--- src/rtl/smb_pkg.sv ---
package smb_pkg;

    typedef enum logic [3:0] {
        S_IDLE,
        S_ADDR,
        S_RX,
        S_ACKW,
        S_ACK,
        S_TX,
        S_TXACK,
        S_TXLD,
        S_IGNORE
    } smb_state_t;

    typedef enum logic [1:0] {
        P_CMD,
        P_CNT,
        P_DATA
    } smb_phase_t;

endpackage

--- src/rtl/smb_line_sync.sv ---
module smb_line_sync #(
    parameter int WIDTH  = 2,
    parameter int STAGES = 2
) (
    input  logic             clk,
    input  logic             rst_n,
    input  logic [WIDTH-1:0] d,
    output logic [WIDTH-1:0] q
);

    for (genvar i = 0; i < WIDTH; i++) begin : g_line
        logic [STAGES-1:0] pipe;
        always_ff @(posedge clk or negedge rst_n) begin
            if (!rst_n) pipe <= '1;
            else        pipe <= {pipe[STAGES-2:0], d[i]};
        end
        assign q[i] = pipe[STAGES-1];
    end

endmodule

--- src/rtl/smb_cond_det.sv ---
module smb_cond_det (
    input  logic clk,
    input  logic rst_n,
    input  logic scl_s,
    input  logic sda_s,
    output logic evt_start,
    output logic evt_stop,
    output logic scl_rise,
    output logic scl_fall
);

    logic scl_d, sda_d;

    always_ff @(posedge clk or negedge rst_n) begin
        if (!rst_n) begin
            scl_d <= 1'b1;
            sda_d <= 1'b1;
        end else begin
            scl_d <= scl_s;
            sda_d <= sda_s;
        end
    end

    assign evt_start = scl_d & scl_s & sda_d & ~sda_s;
    assign evt_stop  = scl_d & scl_s & ~sda_d & sda_s;
    assign scl_rise  = ~scl_d & scl_s;
    assign scl_fall  = scl_d & ~scl_s;

endmodule

--- src/rtl/smb_reg_slave.sv ---
module smb_reg_slave
    import smb_pkg::*;
#(
    parameter logic [6:0] DEV_ADDR    = 7'h69,
    parameter int         REG_AW      = 7,
    parameter int         RO_BASE     = 112,
    parameter int         BLK_RD_LEN  = 8,
    parameter int         SYNC_STAGES = 2
) (
    input  logic              clk,
    input  logic              rst_n,
    input  logic              scl_in,
    input  logic              sda_in,
    output logic              sda_oe,
    output logic              reg_wr_en,
    output logic [REG_AW-1:0] reg_wr_addr,
    output logic [7:0]        reg_wr_data,
    output logic [REG_AW-1:0] reg_rd_addr,
    input  logic [7:0]        reg_rd_data
);

    localparam logic [7:0]        CNT8    = 8'(BLK_RD_LEN);
    localparam logic [REG_AW-1:0] PTR_ONE = REG_AW'(1);

    logic scl_s, sda_s;
    logic evt_start, evt_stop, scl_rise, scl_fall;

    smb_line_sync #(.WIDTH(2), .STAGES(SYNC_STAGES)) u_sync (
        .clk   (clk),
        .rst_n (rst_n),
        .d     ({scl_in, sda_in}),
        .q     ({scl_s, sda_s})
    );

    smb_cond_det u_det (
        .clk       (clk),
        .rst_n     (rst_n),
        .scl_s     (scl_s),
        .sda_s     (sda_s),
        .evt_start (evt_start),
        .evt_stop  (evt_stop),
        .scl_rise  (scl_rise),
        .scl_fall  (scl_fall)
    );

    smb_state_t        state, nxt;
    smb_phase_t        phase;
    logic [2:0]        bitcnt;
    logic [7:0]        shreg;
    logic [7:0]        remain;
    logic [REG_AW-1:0] ptr;
    logic              blk, rd_dir, ack_q, cnt_pend;
    logic [7:0]        rx_byte, tx_byte;
    logic              byte_done, addr_hit, bus_idle;

    assign rx_byte     = {shreg[6:0], sda_s};
    assign byte_done   = scl_rise && (bitcnt == 3'd7);
    assign addr_hit    = (rx_byte[7:1] == DEV_ADDR);
    assign tx_byte     = cnt_pend ? CNT8 : reg_rd_data;
    assign reg_rd_addr = ptr;
    assign bus_idle    = (state == S_IDLE);

    // state register
    always_ff @(posedge clk or negedge rst_n) begin
        if (!rst_n) state <= S_IDLE;
        else        state <= nxt;
    end

    // transitions
    always_comb begin
        nxt = state;
        if (evt_start) begin
            nxt = S_ADDR;
        end else if (evt_stop) begin
            nxt = S_IDLE;
        end else begin
            unique case (state)
                S_IDLE, S_IGNORE: nxt = state;
                S_ADDR:  if (byte_done) nxt = addr_hit ? S_ACKW : S_IGNORE;
                S_RX:    if (byte_done) nxt = S_ACKW;
                S_ACKW:  if (scl_fall) nxt = S_ACK;
                S_ACK:   if (scl_fall) nxt = !ack_q ? S_IGNORE : (rd_dir ? S_TX : S_RX);
                S_TX:    if (scl_fall && bitcnt == 3'd7) nxt = S_TXACK;
                S_TXACK: if (scl_rise) nxt = sda_s ? S_IGNORE : S_TXLD;
                S_TXLD:  if (scl_fall) nxt = S_TX;
                default: nxt = S_IDLE;
            endcase
        end
    end

    // datapath and outputs
    always_ff @(posedge clk or negedge rst_n) begin
        if (!rst_n) begin
            sda_oe      <= 1'b0;
            reg_wr_en   <= 1'b0;
            reg_wr_addr <= '0;
            reg_wr_data <= '0;
            bitcnt      <= '0;
            shreg       <= '0;
            remain      <= '0;
            ptr         <= '0;
            phase       <= P_CMD;
            blk         <= 1'b0;
            rd_dir      <= 1'b0;
            ack_q       <= 1'b0;
            cnt_pend    <= 1'b0;
        end else begin
            reg_wr_en <= 1'b0;
            if (evt_start) begin
                bitcnt <= '0;
                sda_oe <= 1'b0;
            end else if (evt_stop) begin
                sda_oe <= 1'b0;
            end else begin
                unique case (state)
                    S_ADDR: if (scl_rise) begin
                        shreg  <= rx_byte;
                        bitcnt <= bitcnt + 3'd1;
                        if (bitcnt == 3'd7 && addr_hit) begin
                            ack_q    <= 1'b1;
                            rd_dir   <= rx_byte[0];
                            cnt_pend <= blk;
                            if (!rx_byte[0]) phase <= P_CMD;
                        end
                    end
                    S_RX: if (scl_rise) begin
                        shreg  <= rx_byte;
                        bitcnt <= bitcnt + 3'd1;
                        if (bitcnt == 3'd7) begin
                            ack_q <= 1'b1;
                            unique case (phase)
                                P_CMD: begin
                                    ptr   <= rx_byte[REG_AW-1:0];
                                    blk   <= ~rx_byte[7];
                                    phase <= rx_byte[7] ? P_DATA : P_CNT;
                                end
                                P_CNT: begin
                                    remain <= rx_byte;
                                    phase  <= P_DATA;
                                end
                                P_DATA: begin
                                    if (blk && remain == 8'd0) begin
                                        ack_q <= 1'b0;
                                    end else begin
                                        if (32'(ptr) < RO_BASE) begin
                                            reg_wr_en   <= 1'b1;
                                            reg_wr_addr <= ptr;
                                            reg_wr_data <= rx_byte;
                                        end
                                        ptr <= ptr + PTR_ONE;
                                        if (blk) remain <= remain - 8'd1;
                                    end
                                end
                                default: phase <= P_CMD;
                            endcase
                        end
                    end
                    S_ACKW: if (scl_fall) sda_oe <= ack_q;
                    S_ACK: if (scl_fall) begin
                        bitcnt <= '0;
                        if (ack_q && rd_dir) begin
                            shreg  <= tx_byte;
                            sda_oe <= ~tx_byte[7];
                            if (cnt_pend) cnt_pend <= 1'b0;
                            else          ptr <= ptr + PTR_ONE;
                        end else begin
                            sda_oe <= 1'b0;
                        end
                    end
                    S_TX: if (scl_fall) begin
                        if (bitcnt == 3'd7) begin
                            sda_oe <= 1'b0;
                        end else begin
                            shreg  <= {shreg[6:0], 1'b0};
                            sda_oe <= ~shreg[6];
                            bitcnt <= bitcnt + 3'd1;
                        end
                    end
                    S_TXLD: if (scl_fall) begin
                        bitcnt <= '0;
                        shreg  <= tx_byte;
                        sda_oe <= ~tx_byte[7];
                        if (cnt_pend) cnt_pend <= 1'b0;
                        else          ptr <= ptr + PTR_ONE;
                    end
                    default: sda_oe <= 1'b0;
                endcase
            end
        end
    end

endmodule

--- config.mk ---
export PLATFORM = sky130hd
export DESIGN_NAME = smb_reg_slave
export DESIGN_NICKNAME = d
export VERILOG_FILES = /design/src/rtl/smb_pkg.sv /design/src/rtl/smb_line_sync.sv /design/src/rtl/smb_cond_det.sv /design/src/rtl/smb_reg_slave.sv
export SDC_FILE = /design/constraint.sdc
export NUM_CORES = 1
export LEC_CHECK = 0
export BUFFER_PORTS_ARGS = -buffer_cell sky130_fd_sc_hd__clkbuf_2
export CORE_MARGIN = 3
export CORE_UTILIZATION = 45
export CTS_BUF_LIST = sky130_fd_sc_hd__clkbuf_4 sky130_fd_sc_hd__clkbuf_8 sky130_fd_sc_hd__clkbuf_16
export DETAILED_ROUTE_END_ITERATION = 10
export PLACE_DENSITY = 0.62
export SLEW_MARGIN = 10
export SYNTH_ARGS = -nofsm -noshare
export SYNTH_HDL_FRONTEND = slang
export SYNTH_SLANG_ARGS = --single-unit
--- constraint.sdc ---
create_clock -name clk -period 5.4 [get_ports clk]
set_input_delay 0.27 -clock clk [delete_from_list [all_inputs] [get_ports clk]]
set_output_delay 0.27 -clock clk [all_outputs]
set_load 0.005 [all_outputs]
==> key figures, run 1 <==
Status
  • Status: completed

Global route
  • Largest net degree at the start of global routing: 59
  • Vias in the first global route: 2452
  • Initial antenna violation count: 0
  • Total GRT Usage: 19.4%
  • First-pass GRT wire length: 12900 µm
  • Total grt overflow: 0

Critical path
  • CP Launch Type: register
  • R2r worst-path depth: 4
  • CP peak stage delay: 820 ps
  • Worst-case register-to-register setup slack: 2290 ps
  • CP top delay family: simple AND/OR/NAND/NOR gates
  • Reg-to-reg critical path startpoint: state[1]$_DFFE_PN0P_
  • Crit path cell chain: or4b_1 -> or2_4 -> a211oi_4 -> mux2_2
  • Slowest-stage cell, CP: a211oi_4
  • R2r endpoint: reg_wr_addr[5]$_DFFE_PN0P_
  • Worst path arrival time: 3340 ps
  • Kind of critical path: reg -> reg
  • CP Buf/Inv Count: 0
  • Crit Path Max Fanout: 23
  • Setup crit end kind: register
  • Worst EP required: 5630 ps

Timing
  • Max-slew violations: 0
  • Unrepaired setup endpoints after global routing: no
  • Clock Skew: 7.11 ps
  • Worst-margin pin slew: 1070 ps
  • Fin crit share: 57.6%
  • Hold WS: 53.1 ps
  • Setup TNS: 0 ps
  • Finish-stage setup viols: 0
  • Minimum clock period: 3110 ps
  • Max_slew headroom: 28.5%
  • Final hold violation count: 0
  • Max Fclk: 0.322 GHz

CTS
  • CTS tree: done
  • Setup bufs post-CTS: 0
  • Clock Sinks: 58
  • Cts bufs inserted: 9
  • Clk root buf: clkbuf_8
  • Clock transition at the registers of the reported paths: 60 ps
  • Buffers from clock root to sink, at most: 2
  • Skew-Pair Late Insertion Delay: 350 ps
  • Gates resized, CTS repair: 0
  • CTS Hold Bufs: 2
  • H-tree depth: 3

Min path
  • Hold Path Class: in -> async

Cells and area
  • NumNets Final: 379
  • Utilization after layout: 54.0%
  • FILL cells: 682
  • Synth-to-Final Area Change: 13.2%
  • ANT cells: 0
  • Design area: 3770 µm²
  • Commonest non-fill, non-tap cell in the layout: dfrtp_1
  • Layout cells sized above 1: 24.5%
  • Commonest non-fill, non-tap cells in the layout: dfrtp_1, clkbuf_2, nand2_1

Synthesis
  • Synth cell types: 63
  • Seq/Total Area, Yosys: 43.8%
  • Syn_nets: 353
  • Synth Area per Inst: 9.91 µm²
  • Ys flop type: dfrtp_1
  • Post-synth EDFFs: 0
  • Synth Instances: 336
  • Post-synth ARST share: 100%
  • Mapped cell area: 3330 µm²
  • #FFs+latches synth: 58
  • Synth warn: 0

Power
  • Peak VDD IR: 0.128 mV
  • P_leak: 1.75 nW
  • Power Dens Cells: 246 nW/µm²
  • Final Total Pwr: 0.000929 W

Routing
  • DRC errors left: 0
  • DR pass1 iterations: 5
  • DR vias/cell: 5.82
  • DR iter-0 viols: 286
  • Final wirelength: 7780 µm
  • DR WL/cell: 16.8 µm
  • Routed Antenna Nets: 0
  • Vias: 2695

Floorplanning
  • Die W: 92.0 µm
  • Die Height: 92.0 µm
  • DIE AREA: 8470 µm²
  • Initial core utilization: 47.7%
  • CORE AREA: 6980 µm²
  • Num rows: 30
  • Top-level port count: 36

Flow run
  • Max-cap violations: 0

Placement
  • Area after DPL: 3530 µm²
  • Placer congestion estimate: 0.871
  • Port buffer count: 35
  • HPWL after DPL: 5280 µm
sequential cells by signal, indices dropped and copies added (netlist names), 2 cells and up:
register	flops
phase	2
shreg	7
reg_rd_addr	7
bitcnt	3
u_sync.g_line.pipe	4
reg_wr_data	8
reg_wr_addr	7
state	4
remain	8
cells in the mapped netlist (all sizes together), types with 5 or more instances:
cell	instances	area share, %
a21oi	25	3.8
buf	6	1.3
clkbuf	17	1.9
dfrtp	52	39
dfstp	6	4.7
ha	5	1.9
inv	13	1.5
mux2	25	9.5
mux2i	9	2.7
nand2	29	3.3
nand2b	8	1.5
nand3	14	2.1
nor2	17	1.9
nor2b	6	1.1
nor3	6	0.90
nor3b	5	1.1
o21ai	15	2.3
logic make-up after synthesis:
group | Yosys count | synth area share, %
adder cells (fa/ha/maj) | 5 | 1.88
flip-flops | 58 | 43.8
AND/OR/NAND/NOR | 110 | 18.1
multiplexers | 34 | 12.2
buffers and inverters | 36 | 4.66
XOR/XNOR | 4 | 1.05
AO/OA/AOI/OAI | 89 | 18.4
power breakdown:
part           leakage [nW]  total [W]  switching, W  internal, W
combinational         0.872  0.0000293     0.0000169    0.0000124
clock                 0.113   0.000450      0.000175     0.000276
sequential            0.764   0.000450    0.00000898     0.000441
final cells by class:
class	count	area [µm²]	area share [%]
tap	96	120	3.19
timing repair buffer	38	203	5.38
multi-input combinational	242	1720	45.5
clock buffer	11	145	3.85
sequential	58	1460	38.7
inverter	13	48.8	1.29
clock inverter	5	77.6	2.06
stage by stage:
step / instances / worst slack [ps]
after detailed placement: 445 / 2270
final: 463 / 2290
after global routing: 463 / 2170
after global placement: 445 / 2320
after floorplan: 336 / 3080
after CTS: 463 / 2270
layer usage:
metal	global-route usage [%]	wire length [µm]	vias to the layer above	share of wire [%]
met1	27.5	3640	1325	47
met4	6.44	95	0	1.2
li1	-	-	1290	-
met5	0	0	-	0
met3	5.17	366	11	4.7
met2	28.7	3680	69	47
worst max-delay path by stage:
stage | depth (start not counted) | slack, ps | endpoint | startpoint
floorplan | 6 | 3080 | reg_wr_addr[0]$_DFFE_PN0P_ | state[3]$_DFFE_PN0P_
global placement | 4 | 2320 | reg_wr_addr[3]$_DFFE_PN0P_ | state[1]$_DFFE_PN0P_
detailed placement | 4 | 2270 | reg_wr_data[7]$_DFFE_PN0P_ | state[1]$_DFFE_PN0P_
CTS | 4 | 2270 | reg_wr_addr[5]$_DFFE_PN0P_ | state[1]$_DFFE_PN0P_
global route | 4 | 2170 | reg_wr_addr[2]$_DFFE_PN0P_ | state[1]$_DFFE_PN0P_
finish | 4 | 2290 | reg_wr_addr[5]$_DFFE_PN0P_ | state[1]$_DFFE_PN0P_
Note: power is estimated with default switching activity, not from simulation.
==> inputs of run 2 (changes only) <==
==> constraint.sdc (replaced) <==
create_clock -name clk -period 3.2 [get_ports clk]
set_input_delay 0.16 -clock clk [delete_from_list [all_inputs] [get_ports clk]]
set_output_delay 0.16 -clock clk [all_outputs]
set_load 0.005 [all_outputs]
==> run 2 against run 1 <==
Against the previous run: combinational power is 75% higher; largest power group is now the clock network; sequential share of layout area is 1.3 points lower; via count is 1.2% higher; hold slack better by 140 ps.
==> key figures, run 2 (synthesis gave the netlist of run 1 again) <==
Critical path
  • CP top delay family: simple AND/OR/NAND/NOR gates
  • Setup crit end kind: register
  • CP peak stage delay: 670 ps (-150 ps)
  • Slowest-stage cell, CP: or4b_1
  • Crit path cell chain: or4b_1 -> or2_4 -> a211oi_4 -> buf_4 -> mux2_2
  • Worst path arrival time: 2860 ps (-480 ps)
  • R2r worst-path depth: 5 (+1)
  • CP Launch Type: register
  • R2r endpoint: reg_wr_addr[5]$_DFFE_PN0P_
  • Crit Path Max Fanout: 16 (-30%)
  • Worst EP required: 3430 ps (-2200 ps)
  • Kind of critical path: reg -> reg
  • Worst-case register-to-register setup slack: 560 ps (-1730 ps)
  • CP Buf/Inv Count: 1 (+1)
  • Reg-to-reg critical path startpoint: state[1]$_DFFE_PN0P_

Routing
  • DR pass1 iterations: 4 (-1)
  • Vias: 2727 (+1.2%)
  • WL met1: 3840 µm (+5.6%)
  • Final wirelength: 8030 µm (+3.2%)
  • Highest metal used: met4
  • Routed Antenna Nets: 0 (unchanged)
  • Met2 Wirelength: 3690 µm (+0.30%)
  • DR vias/cell: 5.73 (-1.6%)
  • DRC errors left: 0 (unchanged)
  • WL met3: 440 µm (+20%)
  • DR iter-0 viols: 223 (-22%)
  • DR WL/cell: 16.9 µm (+0.34%)

Cells and area
  • Commonest non-fill, non-tap cell in the layout: dfrtp_1
  • Register area: 1460 µm² (unchanged)
  • NumNets Final: 392 (+3.4%)
  • Commonest non-fill, non-tap cells in the layout: dfrtp_1, clkbuf_2, nand2_1
  • FILL cells: 630 (-7.6%)
  • Synth-to-Final Area Change: 17.0%
  • Area of the multi-input gates: 1720 µm² (unchanged)
  • ANT cells: 0 (unchanged)
  • Largest regs: reg_wr_data x8, remain x8
  • Layout cells sized above 1: 26.8% (+2.3 points)

Placement
  • Placer congestion estimate: 0.843 (-3.2%)
  • HPWL after DPL: 5510 µm (+4.5%)
  • Port buffer count: 35 (unchanged)
  • Place WS: 595 ps (-1670 ps)

Floorplanning
  • Die W: 92.0 µm (unchanged)
  • Num rows: 30 (unchanged)
  • DIE AREA: 8470 µm² (unchanged)
  • Top-level port count: 36 (unchanged)
  • CORE AREA: 6980 µm² (unchanged)
  • Die Height: 92.0 µm (unchanged)
  • Initial core utilization: 47.7% (unchanged)

Power
  • Peak VDD IR: 0.238 mV (+87%)
  • Power Dens Cells: 425 nW/µm² (+73%)
  • Final Total Pwr: 0.00166 W (+78%)
  • P_leak: 1.83 nW (+4.5%)

Timing
  • Final WS setup: 564 ps (-1730 ps)
  • Setup TNS: 0 ps (unchanged)
  • Finish-stage setup viols: 0 (unchanged)
  • Max_slew headroom: 38.0% (+9.5 points)
  • Unrepaired setup endpoints after global routing: no
  • Fin crit share: 82.4% (+25 points)
  • Max-slew violations: 0 (unchanged)
  • Max Fclk: 0.379 GHz (+18%)
  • Final hold violation count: 0 (unchanged)
  • Worst-margin pin slew: 930 ps (-136 ps)
  • Minimum clock period: 2640 ps (-472 ps)
  • Clock Skew: 8.37 ps (+1.26 ps)

CTS
  • Buffers from clock root to sink, at most: 2 (unchanged)
  • Cts bufs inserted: 9 (unchanged)
  • Clk root buf: clkbuf_8
  • CTS tree: done
  • Setup bufs post-CTS: 0 (unchanged)
  • Skew-Pair Late Insertion Delay: 340 ps (about the same)
  • Gates resized, CTS repair: 0 (unchanged)
  • Clock Sinks: 58 (unchanged)
  • CTS Hold Bufs: 3 (+1)
  • Clock transition at the registers of the reported paths: 70 ps (about the same)
  • H-tree depth: 3 (unchanged)

Min path
  • Hold Path Depth: 3
  • Hold EP: shreg[0]$_DFFE_PN0P_
  • Hold Path Class: in -> reg
  • Min-Delay Startpoint: reg_rd_data[0]

Status
  • Status: completed

Global route
  • Vias in the first global route: 2621 (+6.9%)
  • Total grt overflow: 0 (unchanged)
  • Total GRT Usage: 20.6% (+1.3 points)
  • Largest net degree at the start of global routing: 37 (-37%)
  • Initial antenna violation count: 0 (unchanged)
  • First-pass GRT wire length: 13700 µm (+6.1%)

Flow run
  • Max-cap violations: 0 (unchanged)
run 2: cell count changes in the layout (fill, tap and decap cells not counted), sizes merged:
cell | previous run | this run
inv | 13 | 15
bufinv | 2 | 3
dlygate4sd3 | 2 | 3
clkinvlp | 1 | 0
buf | 1 | 13
clkbuf | 46 | 44
run 2: worst max-delay path by stage:
stage	startpoint	to	slack, ps	cells past startpoint
after global routing	state[1]$_DFFE_PN0P_	remain[7]$_DFFE_PN0P_	340	6
final	state[1]$_DFFE_PN0P_	reg_wr_addr[5]$_DFFE_PN0P_	560	5
after global placement	state[1]$_DFFE_PN0P_	reg_wr_addr[2]$_DFFE_PN0P_	690	5
after CTS	state[1]$_DFFE_PN0P_	reg_wr_addr[5]$_DFFE_PN0P_	590	5
after detailed placement	state[1]$_DFFE_PN0P_	reg_wr_addr[5]$_DFFE_PN0P_	600	5
after floorplan	state[3]$_DFFE_PN0P_	reg_wr_addr[0]$_DFFE_PN0P_	880	6
run 2: layout make-up:
type,count,share of cell area [%]
multi-input combinational,242,44.1
sequential,58,37.4
timing repair buffer,51,7.77
clock inverter,7,3.21
clock buffer,9,3.18
tap,96,3.08
inverter,13,1.25
run 2: worst reg2reg max path: stages (launching register included):
cell and delay (ps):
dfrtp_1 620, or4b_1 670, or2_4 340, a211oi_4 200, buf_4 310, mux2_2 380
run 2: layer usage:
layer,GRT usage [%],vias to the layer above
met5,0,-
met4,5.69,0
met3,5.25,4
met2,30.4,77
met1,30.1,1324
li1,-,1322
run 2: through the flow:
step / cells / cell area [µm²] / utilization (%) / hold slack (ps)
final: 476 / 3900 / 55.8 / 192
after floorplan: 336 / 3330 / - / -136
after CTS: 476 / 3900 / 55.8 / 175
after global routing: 476 / 3900 / 55.8 / 193
after detailed placement: 457 / 3620 / 51.8 / 249
after global placement: 457 / 3620 / 51.8 / 248
run 2: power by group:
part           leakage (nW)  internal, W  switching, W
Clock                 0.124     0.000525      0.000322
Sequential            0.764     0.000743     0.0000152
Combinational         0.939    0.0000219     0.0000296
Total                  1.83      0.00129      0.000367
